`config.mk`:
```
export PLATFORM = sky130hd
export DESIGN_NAME = sc2_scrambler_pair
export DESIGN_NICKNAME = d
export VERILOG_FILES = /design/src/rtl/sc2_pkg.sv /design/src/rtl/sc2_tap_fetch.sv /design/src/rtl/sc2_scrambler.sv /design/src/rtl/sc2_descrambler.sv /design/src/rtl/sc2_scrambler_pair.sv
export SDC_FILE = /design/constraint.sdc
export NUM_CORES = 1
export LEC_CHECK = 0
export ABC_CLOCK_PERIOD_IN_PS = 1530
export BUFFER_PORTS_ARGS = -buffer_cell sky130_fd_sc_hd__buf_2
export CAP_MARGIN = 20
export CORE_ASPECT_RATIO = 0.75
export CORE_MARGIN = 4
export CORE_UTILIZATION = 40
export CTS_BUF_LIST = sky130_fd_sc_hd__clkbuf_8
export CTS_CLUSTER_DIAMETER = 200
export CTS_CLUSTER_SIZE = 28
export DETAILED_ROUTE_END_ITERATION = 7
export GPL_TIMING_DRIVEN = 0
export PLACE_DENSITY = 0.74
export SYNTH_ARGS = -nofsm -noshare
export SYNTH_HDL_FRONTEND = slang
export SYNTH_SLANG_ARGS = --single-unit
export TNS_END_PERCENT = 20
```
`constraint.sdc`:
```
create_clock -name clk -period 1.53 [get_ports clk]
set_input_delay 0.306 -clock clk [delete_from_list [all_inputs] [get_ports clk]]
set_output_delay 0.306 -clock clk [all_outputs]
set_load 0.02 [all_outputs]
```
`src/rtl/sc2_pkg.sv`:
```
package sc2_pkg;
    localparam int SC2_WORD_W   = 80;
    localparam int SC2_TAP_NEAR = 39;
    localparam int SC2_TAP_FAR  = 58;
endpackage

```
`src/rtl/sc2_tap_fetch.sv`:
```
// Gathers, for every bit of a word, the stream bits lying a near and a far
// distance behind it, reaching into the previous word where needed.
module sc2_tap_fetch #(
    parameter int WORD_W   = 80,
    parameter int TAP_NEAR = 39,
    parameter int TAP_FAR  = 58
) (
    input  logic [WORD_W-1:0] cur_word,
    input  logic [WORD_W-1:0] prev_word,
    output logic [WORD_W-1:0] near_bits,
    output logic [WORD_W-1:0] far_bits
);
    localparam int SPAN_W = 2 * WORD_W;

    logic [SPAN_W-1:0] span;
    assign span = {cur_word, prev_word};

    for (genvar j = 0; j < WORD_W; j++) begin : g_bit
        assign near_bits[j] = span[WORD_W + j - TAP_NEAR];
        assign far_bits[j]  = span[WORD_W + j - TAP_FAR];
    end
endmodule

```
`src/rtl/sc2_scrambler.sv`:
```
// Transmit side: recursive two-tap scrambler unrolled over one word.
module sc2_scrambler #(
    parameter int WORD_W   = 80,
    parameter int TAP_NEAR = 39,
    parameter int TAP_FAR  = 58
) (
    input  logic              clk,
    input  logic              rst_n,
    input  logic              in_valid,
    input  logic              in_bypass,
    input  logic [WORD_W-1:0] in_data,
    output logic              out_valid,
    output logic [WORD_W-1:0] out_line
);
    localparam int SPAN_W = 2 * WORD_W;

    // The line register doubles as the tap history.
    typedef struct packed {
        logic              vld;
        logic [WORD_W-1:0] hist;
    } scr_state_t;

    scr_state_t st_d, st_q;

    always_comb begin
        logic [SPAN_W-1:0] span;
        span = {{WORD_W{1'b0}}, st_q.hist};
        for (int j = 0; j < WORD_W; j++) begin
            if (in_bypass) begin
                span[WORD_W + j] = in_data[j];
            end else begin
                span[WORD_W + j] = in_data[j]
                                 ^ span[WORD_W + j - TAP_NEAR]
                                 ^ span[WORD_W + j - TAP_FAR];
            end
        end
        st_d     = st_q;
        st_d.vld = in_valid;
        if (in_valid) begin
            st_d.hist = span[SPAN_W-1:WORD_W];
        end
    end

    always_ff @(posedge clk) begin
        if (!rst_n) begin
            st_q <= '0;
        end else begin
            st_q <= st_d;
        end
    end

    assign out_valid = st_q.vld;
    assign out_line  = st_q.hist;

    // Non-recursive inverse used only to cross-check the recursive path.
    function automatic logic [WORD_W-1:0] undo_word(input logic [WORD_W-1:0] line,
                                                    input logic [WORD_W-1:0] prev);
        logic [SPAN_W-1:0] s;
        logic [WORD_W-1:0] r;
        s = {line, prev};
        for (int j = 0; j < WORD_W; j++) begin
            r[j] = line[j] ^ s[WORD_W + j - TAP_NEAR] ^ s[WORD_W + j - TAP_FAR];
        end
        return r;
    endfunction

    a_r3_inverse: assert property (@(posedge clk) disable iff (!rst_n)
        (in_valid && !in_bypass) |=> (undo_word(out_line, $past(st_q.hist)) == $past(in_data)));

    a_r6_tx_bypass: assert property (@(posedge clk) disable iff (!rst_n)
        (in_valid && in_bypass) |=> (out_line == $past(in_data)));

    a_r7_tx_valid_next: assert property (@(posedge clk) disable iff (!rst_n)
        in_valid |=> out_valid);

    a_r7_tx_idle_next: assert property (@(posedge clk) disable iff (!rst_n)
        !in_valid |=> (!out_valid && $stable(out_line)));
endmodule

```
`src/rtl/sc2_descrambler.sv`:
```
// Receive side: feed-forward descrambler using received bits only.
module sc2_descrambler #(
    parameter int WORD_W   = 80,
    parameter int TAP_NEAR = 39,
    parameter int TAP_FAR  = 58
) (
    input  logic              clk,
    input  logic              rst_n,
    input  logic              in_valid,
    input  logic              in_bypass,
    input  logic [WORD_W-1:0] in_line,
    output logic              out_valid,
    output logic [WORD_W-1:0] out_data
);
    typedef struct packed {
        logic              vld;
        logic [WORD_W-1:0] hist;
        logic [WORD_W-1:0] data;
    } dsc_state_t;

    dsc_state_t        st_d, st_q;
    logic [WORD_W-1:0] near_bits;
    logic [WORD_W-1:0] far_bits;

    sc2_tap_fetch #(
        .WORD_W  (WORD_W),
        .TAP_NEAR(TAP_NEAR),
        .TAP_FAR (TAP_FAR)
    ) u_taps (
        .cur_word (in_line),
        .prev_word(st_q.hist),
        .near_bits(near_bits),
        .far_bits (far_bits)
    );

    always_comb begin
        st_d     = st_q;
        st_d.vld = in_valid;
        if (in_valid) begin
            st_d.hist = in_line;
            st_d.data = in_bypass ? in_line : (in_line ^ near_bits ^ far_bits);
        end
    end

    always_ff @(posedge clk) begin
        if (!rst_n) begin
            st_q <= '0;
        end else begin
            st_q <= st_d;
        end
    end

    assign out_valid = st_q.vld;
    assign out_data  = st_q.data;

    a_r6_rx_bypass: assert property (@(posedge clk) disable iff (!rst_n)
        (in_valid && in_bypass) |=> (out_data == $past(in_line)));

    a_r7_rx_valid_next: assert property (@(posedge clk) disable iff (!rst_n)
        in_valid |=> out_valid);

    a_r7_rx_idle_next: assert property (@(posedge clk) disable iff (!rst_n)
        !in_valid |=> (!out_valid && $stable(out_data) && $stable(st_q.hist)));
endmodule

```
`src/rtl/sc2_scrambler_pair.sv`:
```
module sc2_scrambler_pair
    import sc2_pkg::*;
#(
    parameter int WORD_W   = SC2_WORD_W,
    parameter int TAP_NEAR = SC2_TAP_NEAR,
    parameter int TAP_FAR  = SC2_TAP_FAR
) (
    input  logic              clk,
    input  logic              rst_n,
    input  logic              tx_valid,
    input  logic              tx_bypass,
    input  logic [WORD_W-1:0] tx_data,
    output logic              tx_line_valid,
    output logic [WORD_W-1:0] tx_line,
    input  logic              rx_valid,
    input  logic              rx_bypass,
    input  logic [WORD_W-1:0] rx_line,
    output logic              rx_data_valid,
    output logic [WORD_W-1:0] rx_data
);
    // Both taps must stay within one word so a single word of history suffices.
    if (TAP_NEAR < 1 || TAP_NEAR >= TAP_FAR || TAP_FAR > WORD_W) begin : g_cfg_bad
        $error("sc2_scrambler_pair: taps must satisfy 1 <= near < far <= word width");
    end

    sc2_scrambler #(
        .WORD_W  (WORD_W),
        .TAP_NEAR(TAP_NEAR),
        .TAP_FAR (TAP_FAR)
    ) u_tx (
        .clk      (clk),
        .rst_n    (rst_n),
        .in_valid (tx_valid),
        .in_bypass(tx_bypass),
        .in_data  (tx_data),
        .out_valid(tx_line_valid),
        .out_line (tx_line)
    );

    sc2_descrambler #(
        .WORD_W  (WORD_W),
        .TAP_NEAR(TAP_NEAR),
        .TAP_FAR (TAP_FAR)
    ) u_rx (
        .clk      (clk),
        .rst_n    (rst_n),
        .in_valid (rx_valid),
        .in_bypass(rx_bypass),
        .in_line  (rx_line),
        .out_valid(rx_data_valid),
        .out_data (rx_data)
    );
endmodule

```
* Yosys cells after proc, flatten, opt, wreduce, memory -nomap -nowiden
Index checks and enable logic that the tools add are counted.
** Cells by class
- $add $sub $neg :: 0
- $mul :: 0
- Divide/modulo/power cells :: 0
- Magnitude comparators :: 0
- Equality and inequality tests :: 0
- Shifts and indexed selects :: 0
- Multiplexer cells :: 81
- Bitwise operators :: 162
- Reduce and logical (&&, ||, !) cells :: 0
** Operators with widths (count)
- $xor A1 B1 Y1 :: 160
- $xor A80 B80 Y80 :: 2
- $mux W1 :: 80
- $mux W80 :: 1
** Word-level totals
- Register bits :: 242
- Latch bits :: 0
- Bits in writable memories :: 0
- ROM bits :: 0
- Bits of input ports :: 166
- Output and inout port bits :: 162
- Logic and storage cells :: 248
- Memories kept :: 0

* Logic depth before layout (Yosys ltp)
- Word-level depth :: 9
- Mapped depth :: 8
- Gate-level depth less buffers :: 5

* Modules after synthesis
A second synthesis with hierarchy kept.
** Second synthesis, totals
- Cells, all modules :: 1640
- Area total of the unflattened synthesis :: 14381.3 um^2
** By module, submodules not included
- sc2_descrambler :: instances 1, cells an instance 864, area an instance 7935.1 um^2, seq. area each 3223.1 um^2
- sc2_scrambler :: instances 1, cells an instance 616, area an instance 5245.0 um^2, seq. area each 1621.6 um^2
- sc2_tap_fetch :: instances 1, cells an instance 160, area an instance 1201.2 um^2, seq. area each 0.0 um^2

* Worst setup path before layout
OpenSTA, ideal clock, no wires.
- Path kind :: register -> register
- Start :: reg u_tx.st_q (netlist bit u_tx.out_line[41])
- End :: reg u_tx.st_q (netlist bit u_tx.out_line[78])
- Library setup time :: 0.074 ns
- Arrival time :: 1.668 ns
- Data required time :: 1.456 ns
- Path slack :: -0.212 ns
- Stages on the path, launching flop included :: 6
- Path buffers :: 0
- Clock period less this slack :: 1.742 ns
- Cells stage by stage :: dfxtp_1 -> xnor2_2 -> xor3_1 -> xnor3_1 -> or3_1 -> a31oi_1
** Between the ends
- Cells in the longest elaborated chain, start to end :: 9
** Ends and longest elaborated chain
- start: declaration :: RTL line sc2_scrambler.sv:23 : scr_state_t st_d, st_q;
- start signal: assignment :: RTL line sc2_scrambler.sv:48 : st_q <= st_d;
- $xor A1 B1 Y1 :: RTL line sc2_scrambler.sv:33 : ^ span[WORD_W + j - TAP_NEAR]
- $xor A1 B1 Y1 :: RTL line sc2_scrambler.sv:34 : ^ span[WORD_W + j - TAP_FAR];
- $mux W1 :: RTL line sc2_scrambler.sv:29 : if (in_bypass) begin
- $xor A1 B1 Y1 :: RTL line sc2_scrambler.sv:33
- $xor A1 B1 Y1 :: RTL line sc2_scrambler.sv:34
- $mux W1 :: RTL line sc2_scrambler.sv:29
- $xor A1 B1 Y1 :: RTL line sc2_scrambler.sv:33
- $xor A1 B1 Y1 :: RTL line sc2_scrambler.sv:34
- $mux W1 :: RTL line sc2_scrambler.sv:29
No other way between the ends.
A chain may end at the register's enable or synchronous reset.

* Worst setup path in the final report
- Start :: reg u_tx.st_q (netlist bit u_tx.out_line[61])
- End :: reg u_tx.st_q (netlist bit u_tx.out_line[78])
** Between the ends
- Cells in the longest elaborated chain, start to end :: 5
- Elaborated cells between the ends (all ways) :: 8
- Those cells by class :: mux: 3; bitwise: 5
** Ends and longest elaborated chain (RTL line)
- $xor A1 B1 Y1, on equally long branches :: sc2_scrambler.sv:34, sc2_scrambler.sv:33
- $mux W1 / $xor A1 B1 Y1 (equally long branches) :: sc2_scrambler.sv:29, sc2_scrambler.sv:34
- $xor A1 B1 Y1 / $mux W1 (equally long branches) :: sc2_scrambler.sv:33, sc2_scrambler.sv:29
- $xor A1 B1 Y1 * :: sc2_scrambler.sv:34
- $mux W1 * :: sc2_scrambler.sv:29
Mark *: on every way between the ends. The rest lies on a longest branch, timed or not.

==> results by stage <==
Status:
- The run finished, with violations left.
- The final reports fail on setup timing.

STA:
- After routing, the total negative slack on setup checks comes to -845 ps.
- Setup repair after global routing could not meet its margin everywhere.
- Clock skew on the completed layout was measured at 20.9 ps.
- In the post-route analysis, the smallest setup slack over all paths is -220 ps.
- Static timing analysis puts the maximum clock frequency at 571 MHz.
- Setup violations remaining at the end of the flow were counted as 14.
- The count of final hold-check violations came to 0.
- Measured against its own limit, the worst slew margin works out to 44.2%.
- The count of final max-slew check failures came to 0.
- The worst path in the final design needs a cycle of 1750 ps, including I/O delays and setup.
- For the pin with the worst max-slew slack, the measured transition is 837 ps.
- After layout, the worst path uses 114% of the clock period.

Clock tree:
- The clock tree from TritonCTS is built.
- After clock tree synthesis, the clock-pin slew on the worst setup and hold paths is 190 ps.
- TritonCTS created 11 clock buffers.
- The CTS sink count is 220.
- The root buffer cell is clkbuf_8.
- The buffer levels on the longest clock path is 3.
- The clock latency on the worst-skew pair is 520 ps.
- The number of levels the H-tree was split into is 1.

Placed design:
- At the placement stage, the worst setup path has a slack of -618 ps.
- The post-placement cell count is 2033.
- Detailed placement finished with a half-perimeter wire length of 37.0 mm.
- The final weighted congestion in routability-driven placement is 0.924.
- Port buffering added 322 buffers.

Worst setup path:
- The critical path class is reg -> reg.
- The kind of end point of the critical path is a flop.
- For the worst setup path, the data arrival time is 2220 ps.
- At the worst endpoint, the required time is 2000 ps.
- In this run the worst path has a maximum fanout of 3.
- The startpoint class of the critical path is a flop.

Synth:
- The netlist area before placement is 11700 sq um.
- The synthesized design contains 220 register bits.
- By area, the combinational part of the netlist is dominated by compound AO/OA/AOI/OAI gates.
- The netlist uses 28 different library cells.
- Of all flip-flops after synthesis, the portion carrying an async set or reset was 0%.
- The number of nets handed over by synthesis was 1492.
- Among all flip-flop cells after synthesis, the most frequent one is dfxtp_1.
- The synthesized area per cell is 8.80 sq um.
- The number of enable-type register cells in the synthesized netlist is 0.
- Summing the sequential cell areas from Yosys gives 37.8% of the chip area.
- The simple-gate share of the synthesized area is 17.7%.
- The cell count after synthesis came out at 1326.
- Of the post-synthesis cell area, the part taken by muxes is 4.98%.
- The post-synthesis adder-cell area fraction is 0%.
- The count of yosys warnings during synthesis is 0.
- The fraction of synthesized cell area in xor and xnor cells is 13.4%.
- The post-synthesis compound-gate area fraction is 22.6%.

GRT:
- The highest-utilization routing layer at the global route stage is met1.
- The first global-routing pass estimated 69.0 mm of wire.
- Global routing consumed, on the met3 layer, 7.36% of the routing resources.
- The initial antenna violation count is 13.
- Entering global routing, the biggest net connects 29 pins.
- The met2 routing resource usage after global routing is 38.9%.
- Global routing used 27.7% of the available tracks across all layers.
- The via count of the first global-routing pass was 11400.
- The total overflow reported by the global router is 0.
- The met1 global-route usage is 42.2%.

Die:
- The die covers 32000 sq um.
- The initial core utilization is 41.1%.
- The floorplan die width is 205 microns.
- The die extent in y is 156 microns.
- The placement row count is 53.
- The core region is 28400 sq um.
- The count of pins on the block boundary is 328.

Power:
- The analysis attributes to cell leakage a power of 5.68 nW.
- For this design the ratio of total power to cell area is 921 nW/um^2.
- Summing internal, switching and leakage power gives 13.4 mW.
- The highest ir drop seen on vdd is 0.793 mV.

Layout:
- The final standard cell utilization of the core is 51.1%.
- The proportion of layout cells with a drive suffix above 1 is 28.5%.
- At the end of the flow, the number of nets in the layout was 1831.
- The finished layout holds 2058 standard cells, fillers aside.
- Relative to the synthesized area, the layout overhead comes to 24.4%.

Route:
- Once detail routing completed, the nets flagged for antenna violations numbered 0.
- The final routed DRC violation total is 0.
- The routed design has 47.3 mm of wire.
- The iteration count of the initial detailed-routing pass is 6.
- In the routed layout, each cell is associated on average with a via count of 6.05.
- In the final routed layout, each cell accounts on average for 23.0 microns.
- The routed layout has 12400 vias.
- The detailed router finished its first iteration with 1271 violations.

Job:
- The tool flagged a number of max-cap violations equal to 0.

Worst hold path:
- The worst min-delay path category is in -> reg.
layer usage:
layer  part of all wire [%]  wire [microns]
met5                   0.12              55
met3                     12            5860
met1                     44           20900
met2                     41           19500
met4                    2.1             971
registers in the layout (all words and copies together) (netlist names):
register and count:
u_rx.out_data 80, u_tx.out_line 80, u_rx.st_q 58, u_rx.out_valid 1, u_tx.out_valid 1
final timing paths:
path | start | end | slack [ps] | cells after the start
max | u_tx.out_line[61] | u_tx.out_line[78] | -220 | 5
min | tx_data[54] | u_tx.out_line[54] | 30 | 3
max reg2reg | u_tx.out_line[61] | u_tx.out_line[78] | -220 | 5
min reg2reg | u_tx.out_line[15] | u_tx.out_line[15] | 480 | 2
critical path, stage by stage (launching register included):
cell,delay [ps]
dfxtp_4,410
xnor2_4,170
xor3_1,370
xnor3_1,250
or3_1,340
a31oi_1,180
through the flow:
| stage | hold WS (ps) | area (sq um) |
|---|---|---|
| 2_1_floorplan | 453 | 11900 |
| 4_1_cts | 8.23 | 14200 |
| 6_report | 31.5 | 14500 |
| 3_3_place_gp | 457 | 14000 |
| 3_5_place_dp | 460 | 14000 |
| 5_1_grt | 3.18 | 14500 |
where the power goes:
| part | leakage [nW] | switching (mW) | internal, mW |
|---|---|---|---|
| clock network | 0.0933 | 1.86 | 0.837 |
| logic | 3.74 | 2.32 | 1.66 |
| registers | 1.85 | 0.490 | 6.19 |
kinds of logic after synthesis:
family	after synthesis
AO/OA/AOI/OAI	395
AND/OR/NAND/NOR	405
XOR/XNOR	144
multiplexers	58
buffers and inverters	104
flip-flops	220
repair_timing:
item / 4_1_cts / 5_1_grt
pin swaps: 0 / 2
hold buffers: 0 / 0
buffers inserted: 1 / 3
endpoints found under the setup margin: 49 / 72
resized for setup: 46 / 71
synth_stat cells (3+ instances only):
cell,number,share of area (%)
a211oi_1,3,0.19
o21ai_0,156,6.7
a31oi_1,19,1.0
buf_1,5,0.16
nor3_1,19,0.82
nor2_1,185,6.0
o221ai_1,20,1.5
a311oi_1,102,7.7
or3_1,121,6.5
clkbuf_1,88,2.8
nand4b_1,20,1.5
xnor3_1,19,3.7
xnor2_1,121,9.1
a21oi_1,36,1.5
o21a_1,19,1.2
mux2i_1,58,5.0
dfxtp_1,220,38
nand2_1,21,0.68
o211ai_1,20,1.3
nor3b_1,20,1.3
buf_2,10,0.43
nand2b_1,16,0.86
a211o_1,20,1.5
layout by cell type, fill, tap and decap left out, drive strengths merged, types with 21 or more instances in the layout:
cell type,synthesis,layout
a21oi,36,36
a311oi,102,102
buf,15,340
clkbuf,88,100
dfxtp,220,220
mux2i,58,58
nand2,21,21
nor2,185,185
o21ai,156,156
or3,121,121
xnor2,123,123
area by class of cell:
type                    count  area [sq um]
fillers                  2725         13900
multi-input cells        1002          7200
flip-flops and latches    220          4510
repair buffers            326          1680
well taps                 385           482
plain buffers             103           433
clock buffers              11           151
clock inverters             1          30.0
diodes                      9          22.5
inverters                   1          3.75
No activity file was read; power rests on OpenSTA's default activity.
